<file path="src/rtl/envcfg_chk_pkg.sv">
package envcfg_chk_pkg;

   typedef enum logic [1:0] {
      PRIV_U = 2'd0,
      PRIV_S = 2'd1,
      PRIV_H = 2'd2,
      PRIV_M = 2'd3
   } priv_e;

   typedef enum logic [1:0] {
      VERD_ALLOW   = 2'd0,
      VERD_ILLEGAL = 2'd1,
      VERD_VFAULT  = 2'd2
   } verdict_e;

   typedef struct packed {
      logic m;
      logic h;
      logic s;
   } en_bits_t;

   localparam int unsigned NUM_LEVELS = 3;
   localparam int unsigned NUM_VERD   = 3;

endpackage

</file>
<file path="src/rtl/envcfg_bit_pick.sv">
module envcfg_bit_pick
   import envcfg_chk_pkg::*;
#(
   parameter int unsigned CFG_W    = 64,
   parameter int unsigned ZERO_BIT = 7,
   parameter int unsigned MGMT_LSB = 4,
   parameter int unsigned MGMT_W   = 2,
   parameter bit          MGMT_ANY = 1'b1
) (
   input  logic                          kind,
   input  logic [NUM_LEVELS*CFG_W-1:0]   cfg_flat,
   output en_bits_t                      en
);

   logic [NUM_LEVELS-1:0] picked;

   for (genvar i = 0; i < NUM_LEVELS; i++) begin : g_level
      logic [CFG_W-1:0]  slice;
      logic [MGMT_W-1:0] field;
      logic              mg_en;
      logic              unused_rest;

      assign slice       = cfg_flat[i*CFG_W +: CFG_W];
      assign field       = slice[MGMT_LSB +: MGMT_W];
      assign unused_rest = ^slice;

      if (MGMT_ANY) begin : g_any
         assign mg_en = |field;
      end else begin : g_all
         assign mg_en = &field;
      end

      assign picked[i] = kind ? mg_en : slice[ZERO_BIT];
   end

   // Level 2 is the machine register, 1 the hypervisor, 0 the supervisor.
   assign en = '{m: picked[2], h: picked[1], s: picked[0]};

endmodule

</file>
<file path="src/rtl/envcfg_decide.sv">
module envcfg_decide
   import envcfg_chk_pkg::*;
(
   input  priv_e    priv,
   input  logic     virt,
   input  en_bits_t en,
   output verdict_e verd
);

   logic deny_mach;
   logic deny_virt;
   logic deny_sup;

   // The ordered chain: the first check that fires wins.
   assign deny_mach = (priv < PRIV_M) && !en.m;
   assign deny_virt = virt && (((priv < PRIV_H) && !en.h) ||
                               ((priv < PRIV_S) && !en.s));
   assign deny_sup  = (priv < PRIV_S) && !en.s;

   always_comb begin
      if (deny_mach)      verd = VERD_ILLEGAL;
      else if (deny_virt) verd = VERD_VFAULT;
      else if (deny_sup)  verd = VERD_ILLEGAL;
      else                verd = VERD_ALLOW;
   end

endmodule

</file>
<file path="src/rtl/envcfg_out_reg.sv">
module envcfg_out_reg
   import envcfg_chk_pkg::*;
(
   input  logic     clk,
   input  logic     rst_n,
   input  logic     in_valid,
   input  verdict_e verd,
   output logic     res_valid,
   output logic     res_allow,
   output logic     res_illegal,
   output logic     res_vfault
);

   logic [NUM_VERD-1:0] hot_d;
   logic [NUM_VERD-1:0] hot_q;
   logic                valid_q;

   always_comb begin
      hot_d = '0;
      if (in_valid) begin
         unique case (verd)
            VERD_ILLEGAL: hot_d[1] = 1'b1;
            VERD_VFAULT:  hot_d[2] = 1'b1;
            default:      hot_d[0] = 1'b1;
         endcase
      end
   end

   always_ff @(posedge clk) begin
      if (!rst_n) begin
         valid_q <= 1'b0;
         hot_q   <= '0;
      end else begin
         valid_q <= in_valid;
         hot_q   <= hot_d;
      end
   end

   assign res_valid   = valid_q;
   assign res_allow   = hot_q[0];
   assign res_illegal = hot_q[1];
   assign res_vfault  = hot_q[2];

   a_r2_valid_follows: assert property (@(posedge clk) disable iff (!rst_n)
      in_valid |=> res_valid);
   a_r2_idle_follows: assert property (@(posedge clk) disable iff (!rst_n)
      !in_valid |=> !res_valid);
   a_r3_one_verdict: assert property (@(posedge clk) disable iff (!rst_n)
      res_valid |-> ($countones({res_allow, res_illegal, res_vfault}) == 1));
   a_r3_quiet_idle: assert property (@(posedge clk) disable iff (!rst_n)
      !res_valid |-> ({res_allow, res_illegal, res_vfault} == 3'b000));

endmodule

</file>
<file path="src/rtl/envcfg_perm_check.sv">
module envcfg_perm_check
   import envcfg_chk_pkg::*;
#(
   parameter int unsigned CFG_W    = 64,
   parameter int unsigned ZERO_BIT = 7,
   parameter int unsigned MGMT_LSB = 4,
   parameter int unsigned MGMT_W   = 2,
   parameter bit          MGMT_ANY = 1'b1
) (
   input  logic             clk,
   input  logic             rst_n,
   input  logic             req_valid,
   input  logic [1:0]       req_priv,
   input  logic             req_virt,
   input  logic             req_kind,
   input  logic [CFG_W-1:0] cfg_mach,
   input  logic [CFG_W-1:0] cfg_hyp,
   input  logic [CFG_W-1:0] cfg_sup,
   output logic             res_valid,
   output logic             res_allow,
   output logic             res_illegal,
   output logic             res_vfault
);

   localparam int unsigned FLAT_W = NUM_LEVELS * CFG_W;

   initial begin
      a_cfg_zero_fits: assert (ZERO_BIT < CFG_W)
         else $error("ZERO_BIT outside register width");
      a_cfg_mgmt_fits: assert (MGMT_W >= 1 && MGMT_LSB + MGMT_W <= CFG_W)
         else $error("management field outside register width");
   end

   logic [FLAT_W-1:0] cfg_flat;
   en_bits_t          en;
   priv_e             priv;
   verdict_e          verd;

   assign cfg_flat = {cfg_mach, cfg_hyp, cfg_sup};
   assign priv     = priv_e'(req_priv);

   envcfg_bit_pick #(
      .CFG_W    (CFG_W),
      .ZERO_BIT (ZERO_BIT),
      .MGMT_LSB (MGMT_LSB),
      .MGMT_W   (MGMT_W),
      .MGMT_ANY (MGMT_ANY)
   ) u_pick (
      .kind     (req_kind),
      .cfg_flat (cfg_flat),
      .en       (en)
   );

   envcfg_decide u_decide (
      .priv (priv),
      .virt (req_virt),
      .en   (en),
      .verd (verd)
   );

   envcfg_out_reg u_out (
      .clk         (clk),
      .rst_n       (rst_n),
      .in_valid    (req_valid),
      .verd        (verd),
      .res_valid   (res_valid),
      .res_allow   (res_allow),
      .res_illegal (res_illegal),
      .res_vfault  (res_vfault)
   );

   a_r4_machine_allow: assert property (@(posedge clk) disable iff (!rst_n)
      (req_valid && req_priv == 2'd3) |=> res_allow);
   a_r5_mach_deny_first: assert property (@(posedge clk) disable iff (!rst_n)
      (req_valid && req_priv != 2'd3 && !en.m) |=> res_illegal);
   a_r6_hyp_vfault: assert property (@(posedge clk) disable iff (!rst_n)
      (req_valid && req_virt && en.m && req_priv < 2'd2 && !en.h) |=> res_vfault);
   a_r7_sup_vfault: assert property (@(posedge clk) disable iff (!rst_n)
      (req_valid && req_virt && en.m && req_priv == 2'd0 && !en.s) |=> res_vfault);
   a_r8_sup_illegal: assert property (@(posedge clk) disable iff (!rst_n)
      (req_valid && !req_virt && en.m && req_priv == 2'd0 && !en.s) |=> res_illegal);

endmodule

</file>
<file path="config.mk">
export PLATFORM = sky130hd
export DESIGN_NAME = envcfg_perm_check
export DESIGN_NICKNAME = d
export VERILOG_FILES = /design/src/rtl/envcfg_chk_pkg.sv /design/src/rtl/envcfg_bit_pick.sv /design/src/rtl/envcfg_decide.sv /design/src/rtl/envcfg_out_reg.sv /design/src/rtl/envcfg_perm_check.sv
export SDC_FILE = /design/constraint.sdc
export NUM_CORES = 1
export LEC_CHECK = 0
export BUFFER_PORTS_ARGS = -buffer_cell sky130_fd_sc_hd__buf_2
export CORE_AREA = 2 2 79 81
export DETAILED_ROUTE_END_ITERATION = 16
export DIE_AREA = 0 0 81 83
export HOLD_SLACK_MARGIN = 0.1
export PLACE_DENSITY_LB_ADDON = 0.1
export SETUP_SLACK_MARGIN = 0.4
export SLEW_MARGIN = 20
export SYNTH_ARGS = -nofsm -noshare
export SYNTH_HDL_FRONTEND = slang
export SYNTH_SLANG_ARGS = --single-unit
</file>
<file path="constraint.sdc">
create_clock -name clk -period 2.2 [get_ports clk]
set_input_delay 0.11 -clock clk [delete_from_list [all_inputs] [get_ports clk]]
set_output_delay 0.11 -clock clk [all_outputs]
set_load 0.02 [all_outputs]
</file>
## After elaboration in Yosys (flattened, before gate mapping)

Cells that the tools add are included.

| storage, ports and cells | value |
|---|---|
| bits in registers | 4 |
| input bits | 199 |
| logic and storage cells | 29 |

| cells by class | value |
|---|---|
| order comparisons | 3 |
| eq/ne operators | 2 |
| multiplexer cells | 9 |
| reduce and logical (&&, ||, !) cells | 13 |

Operator list:

| cell | count |
|---|---|
| $reduce_or A2 Y1 | 4 |
| $mux W1 | 7 |
| $logic_and A1 B1 Y1 | 4 |
| $lt A2 B2 Y1 const B | 2 |
| $mux W2 | 2 |
| $logic_not A1 Y1 | 3 |
| $eq A2 B1 Y1 const B | 1 |
| $eq A2 B2 Y1 const B | 1 |
| $lt A2 B1 Y1 const B | 1 |
| $reduce_and A2 Y1 | 1 |
| $logic_or A1 B1 Y1 | 1 |

## Longest topological paths before layout

| logic depth | value |
|---|---|
| depth after elaboration | 11 |
| mapped depth | 5 |
| depth with buffers taken out | 5 |

## Hierarchy

From an unflattened synthesis, not the netlist that was laid out.

| unflattened totals | value |
|---|---|
| cell total of the unflattened synthesis | 25 |
| area total of the unflattened synthesis | 207.7 um^2 |

By module, submodules not included:

| module | times used | cells each | area each (um^2) | sequential area each (um^2) |
|---|---|---|---|---|
| envcfg_out_reg | 1 | 12 | 138.9 | 80.1 |
| envcfg_bit_pick | 1 | 9 | 37.5 | 0.0 |
| envcfg_decide | 1 | 4 | 31.3 | 0.0 |

## Worst setup path after synthesis

No wires, ideal clock.

| path | value |
|---|---|
| path kind | input to register |
| start point | in cfg_hyp[5] |
| end point | reg u_out.hot_q[0] |
| arrival | 1.127 ns |
| required time | 2.084 ns |
| path slack | 0.958 ns |
| stages on the path | 5 |
| path buffers | 0 |
| cells stage by stage | or3b_1 -> a21oi_2 -> o211ai_1 -> ha_1 -> and3_1 |

| on the way | value |
|---|---|
| word-level cells in the longest chain between the ends | 11 |

Ends and longest elaborated chain:

| what | line | text |
|---|---|---|
| start, declared | envcfg_perm_check.sv:17 | `input logic [CFG_W-1:0] cfg_hyp,` |
| $reduce_or A2 Y1 * | envcfg_bit_pick.sv:28 | `assign mg_en = \|field;` |
| $mux W1 * | envcfg_bit_pick.sv:33 | `assign picked[i] = kind ? mg_en : slice[ZERO_BIT];` |
| $logic_not A1 Y1 * | envcfg_decide.sv:16 | `assign deny_virt = virt && (((priv < PRIV_H) && !en.h) \|\|` |
| $logic_and A1 B1 Y1 * | envcfg_decide.sv:16 |  |
| $logic_or A1 B1 Y1 * | envcfg_decide.sv:16 |  |
| $logic_and A1 B1 Y1 * | envcfg_decide.sv:16 |  |
| $mux W2 * | envcfg_decide.sv:22 | `else if (deny_virt) verd = VERD_VFAULT;` |
| $mux W2 * | envcfg_decide.sv:21 | `if (deny_mach) verd = VERD_ILLEGAL;` |
| $eq A2 B1 Y1 or $eq A2 B2 Y1 (tied branches) | envcfg_out_reg.sv:21 | `unique case (verd)` |
| $reduce_or A2 Y1 (no line) * | -- |  |
| $mux W1 * | envcfg_out_reg.sv:21 |  |
| end signal, assigned | envcfg_out_reg.sv:35 | `hot_q <= hot_d;` |
| end, declared | envcfg_out_reg.sv:15 | `logic [NUM_VERD-1:0] hot_q;` |

Every way passes the cells marked *; elsewhere a longest branch is shown, timed or not.
A chain may end at the register's enable or synchronous reset.

## Worst setup path after layout

| path | value |
|---|---|
| start point | in req_kind |
| end point | reg u_out.hot_q[0] |

| on the way | value |
|---|---|
| word-level cells in the longest chain between the ends | 10 |

Ends and longest elaborated chain:

| what | line | text |
|---|---|---|
| start, declared | envcfg_perm_check.sv:15 | `input logic req_kind,` |
| $mux W1 | envcfg_bit_pick.sv:33 |  |
| $logic_not A1 Y1, on equally long branches | envcfg_decide.sv:16, envcfg_decide.sv:17, envcfg_decide.sv:18 |  |
| $logic_and A1 B1 Y1, on equally long branches | envcfg_decide.sv:16, envcfg_decide.sv:17, envcfg_decide.sv:18 |  |
| $logic_or A1 B1 Y1 | envcfg_decide.sv:16 |  |
| $logic_and A1 B1 Y1 | envcfg_decide.sv:16 |  |
| $mux W2 | envcfg_decide.sv:22 |  |
| $mux W2 * | envcfg_decide.sv:21 |  |
| $eq A2 B1 Y1 or $eq A2 B2 Y1 (tied branches) | envcfg_out_reg.sv:21 |  |
| $reduce_or A2 Y1 (no line) * | -- |  |
| $mux W1 * | envcfg_out_reg.sv:21 |  |

Marked as above.

==> reports/summary.json <==
{
  "synth-warning-count": {"value": 0},
  "final-max-slew-violation-count": {"value": 0},
  "mostFrequentLayoutCells": {"value": "sky130_fd_sc_hd__buf_2 (19), sky130_fd_sc_hd__dfxtp_1 (4)"},
  "setup.worst_path.end_class": {"value": "flop"},
  "timing.setup.critical_path_class": {"value": "primary input to flop"},
  "design.final.nets": {"value": 251},
  "timing.hold.worst_endpoint": {"value": "u_out.res_valid"},
  "core": {"value": 5820, "unit": "sq um"},
  "start_util": {"value": 4.07, "unit": "%"},
  "cts_sinks": {"value": 4},
  "dr.first_iter.drc_count": {"value": 2},
  "layout_commonest_cell": {"value": "sky130_fd_sc_hd__buf_2"},
  "ctsResizeCount": {"value": 0},
  "layout_cell_share_with_drive_strength_beyond_1": {"value": 50.0, "unit": "%"},
  "grt_remaining_overflow": {"value": 0},
  "setup_violations": {"value": 0},
  "synth_compound_gate_area_share": {"value": 23.8, "unit": "%"},
  "grt_start_max_net_pins": {"value": 7},
  "grt_pass1_vias": {"value": 308},
  "cts.path.max_buffers": {"value": 2},
  "portBuffers": {"value": 19},
  "synth_simple_gate_area_share": {"value": 31.7, "unit": "%"},
  "clock_tree_from_tritoncts": {"value": "done"},
  "detail-route-antenna-nets": {"value": 0},
  "synth.mux.area_fraction": {"value": 0, "unit": "%"},
  "die_height": {"value": 83, "unit": "um"},
  "placement_rows": {"value": 28},
  "rsz_0062_raised_after_global_routing": {"value": "no"},
  "ys_seq_elements": {"value": 4},
  "dominant_combinational_cell_family_by_area_after_synthesis": {"value": "simple AND/OR/NAND/NOR gates"},
  "dp_worst_setup_slack": {"value": 0.683, "unit": "ns"},
  "drt_drc_violations_left": {"value": 0},
  "synth.avg_cell_area": {"value": 9.10, "unit": "sq um"},
  "fin_hold_viols": {"value": 0},
  "finalWorstSetupSlack": {"value": 0.955, "unit": "ns"},
  "timing.hold.worst_path_depth": {"value": 2},
  "cp_data_arrival_time": {"value": 1.35, "unit": "ns"},
  "post_cts.repair.setup_buffers": {"value": 0},
  "postSynthCellCount": {"value": 26},
  "setup-tns-final": {"value": 0, "unit": "ns"},
  "synth_adder_area_share": {"value": 10.6, "unit": "%"},
  "hold_class": {"value": "primary input to flop"},
  "cts_hold_buf": {"value": 0},
  "routabilityCongestion": {"value": 0.659},
  "required": {"value": 2.30, "unit": "ns"},
  "grt_pass1_wl": {"value": 1570, "unit": "um"},
  "max-cap-violations": {"value": 0},
  "period_share": {"value": 56.6, "unit": "%"},
  "layout_min_cycle_time": {"value": 1.25, "unit": "ns"},
  "antenna_found_initial": {"value": 0},
  "clock-root-buffer": {"value": "sky130_fd_sc_hd__clkbuf_8"},
  "syn-cell-area": {"value": 236, "unit": "sq um"},
  "synth_cell_type_count": {"value": 15},
  "wl": {"value": 956, "unit": "um"},
  "postSynthNetCount": {"value": 227},
  "power-per-cell-area": {"value": 586, "unit": "nW/um^2"},
  "cts_buffers": {"value": 3},
  "cts_max_level": {"value": 1},
  "areaGrowthSynthToFinish": {"value": 97.4, "unit": "%"},
  "peakVddDrop": {"value": 0.0980, "unit": "mV"},
  "timing.slew.headroom": {"value": 79.2, "unit": "%"},
  "route.detailed.wl_per_inst": {"value": 7.77, "unit": "um"},
  "die_width": {"value": 81, "unit": "um"},
  "worst-slew-pin-transition": {"value": 0.310, "unit": "ns"},
  "die_area": {"value": 6720, "unit": "sq um"},
  "num_vias": {"value": 282},
  "p_leak": {"value": 0.207, "unit": "nW"},
  "ys_seq_area_share": {"value": 33.9, "unit": "%"},
  "run_status": {"value": "finished clean"},
  "viasPerCell": {"value": 2.29},
  "start_kind": {"value": "primary input"},
  "fmaxAchievable": {"value": 0.803, "unit": "GHz"},
  "hold_start": {"value": "req_valid"},
  "ioPinCount": {"value": 203},
  "detailedRoute.firstPassIterationCount": {"value": 3},
  "synth_xor_xnor_area_share": {"value": 0, "unit": "%"},
  "clk_pin_slew": {"value": 0.03, "unit": "ns"},
  "num_antenna_cells": {"value": 0},
  "critPathMaxFanout": {"value": 6},
  "grt_use_total": {"value": 3.21, "unit": "%"}
}
[power breakdown]
part	internal (mW)	total (mW)	leakage, nW	switching [mW]
sequential	0.0763	0.0772	0.0328	0.000911
combinational	0.0211	0.0440	0.153	0.0229
clock	0.116	0.152	0.0216	0.0359
total	0.214	0.274	0.207	0.0596
[worst max-delay path by stage]
stage | start | endpoint | cells past startpoint
after floorplan | cfg_hyp[5] | u_out.hot_q[0] | 5
after global placement | req_kind | u_out.hot_q[0] | 6
after detailed placement | req_kind | u_out.hot_q[0] | 6
after CTS | req_kind | u_out.hot_q[0] | 6
after global routing | req_kind | u_out.hot_q[0] | 6
final | req_kind | u_out.hot_q[0] | 6
[routing by layer]
layer	wire length, um	GRT usage [%]	vias up	part of all wire [%]
met1	392	3.61	125	41
met3	130	2.17	2	14
li1	-	-	140	-
met2	420	4.43	15	44
met5	0	0	-	0
met4	13	1.85	0	1.4
[kinds of logic (layout without fill, tap and decap cells)]
group,Yosys count,in the layout
flops,4,4
compound gates,8,8
fa+ha+maj,2,2
buf+inv,0,22
simple gates,12,12
[worst max-delay path, stage by stage]
cell and delay (ns):
sky130_fd_sc_hd__buf_2 0.13, sky130_fd_sc_hd__or3b_1 0.38, sky130_fd_sc_hd__a21oi_2 0.19, sky130_fd_sc_hd__o211ai_1 0.11
sky130_fd_sc_hd__ha_1 0.29, sky130_fd_sc_hd__and3_1 0.14
[cell usage after synthesis, drive strengths merged]
cell type  n  area (sq um)
a21oi      1          8.76
and2       1          6.26
and3       3          18.8
o211a      1          10.0
dfxtp      4          80.1
ha         2          25.0
or2        1          6.26
nand2      1          3.75
o21a       2          15.0
or3b       1          8.76
o211ai     1          7.51
nor2       3          11.3
o21ai      3          15.0
nor3b      2          20.0
[state kept, by name, summed over array words and instances, names as in the netlist]
register	count
u_out.hot_q	3
u_out.res_valid	1
[final cells by class]
type / count / area [sq um]
fill: 707 / 5350
multi-input combinational: 22 / 156
timing repair buffer: 19 / 95.1
tap: 75 / 93.8
sequential: 4 / 80.1
clock buffer: 3 / 41.3
[through the flow]
stage	utilization (%)	power [mW]	hold WS, ns	cells	cell area, sq um
after global placement	7.31	0.124	0.371	120	425
final	8.02	0.274	0.155	123	467
after detailed placement	7.31	0.124	0.372	120	425
after global routing	8.02	0.292	0.185	123	467
after floorplan	-	0.0979	0.232	26	236
after CTS	8.02	0.281	0.148	123	467
Note: power is estimated with default switching activity, not from simulation.
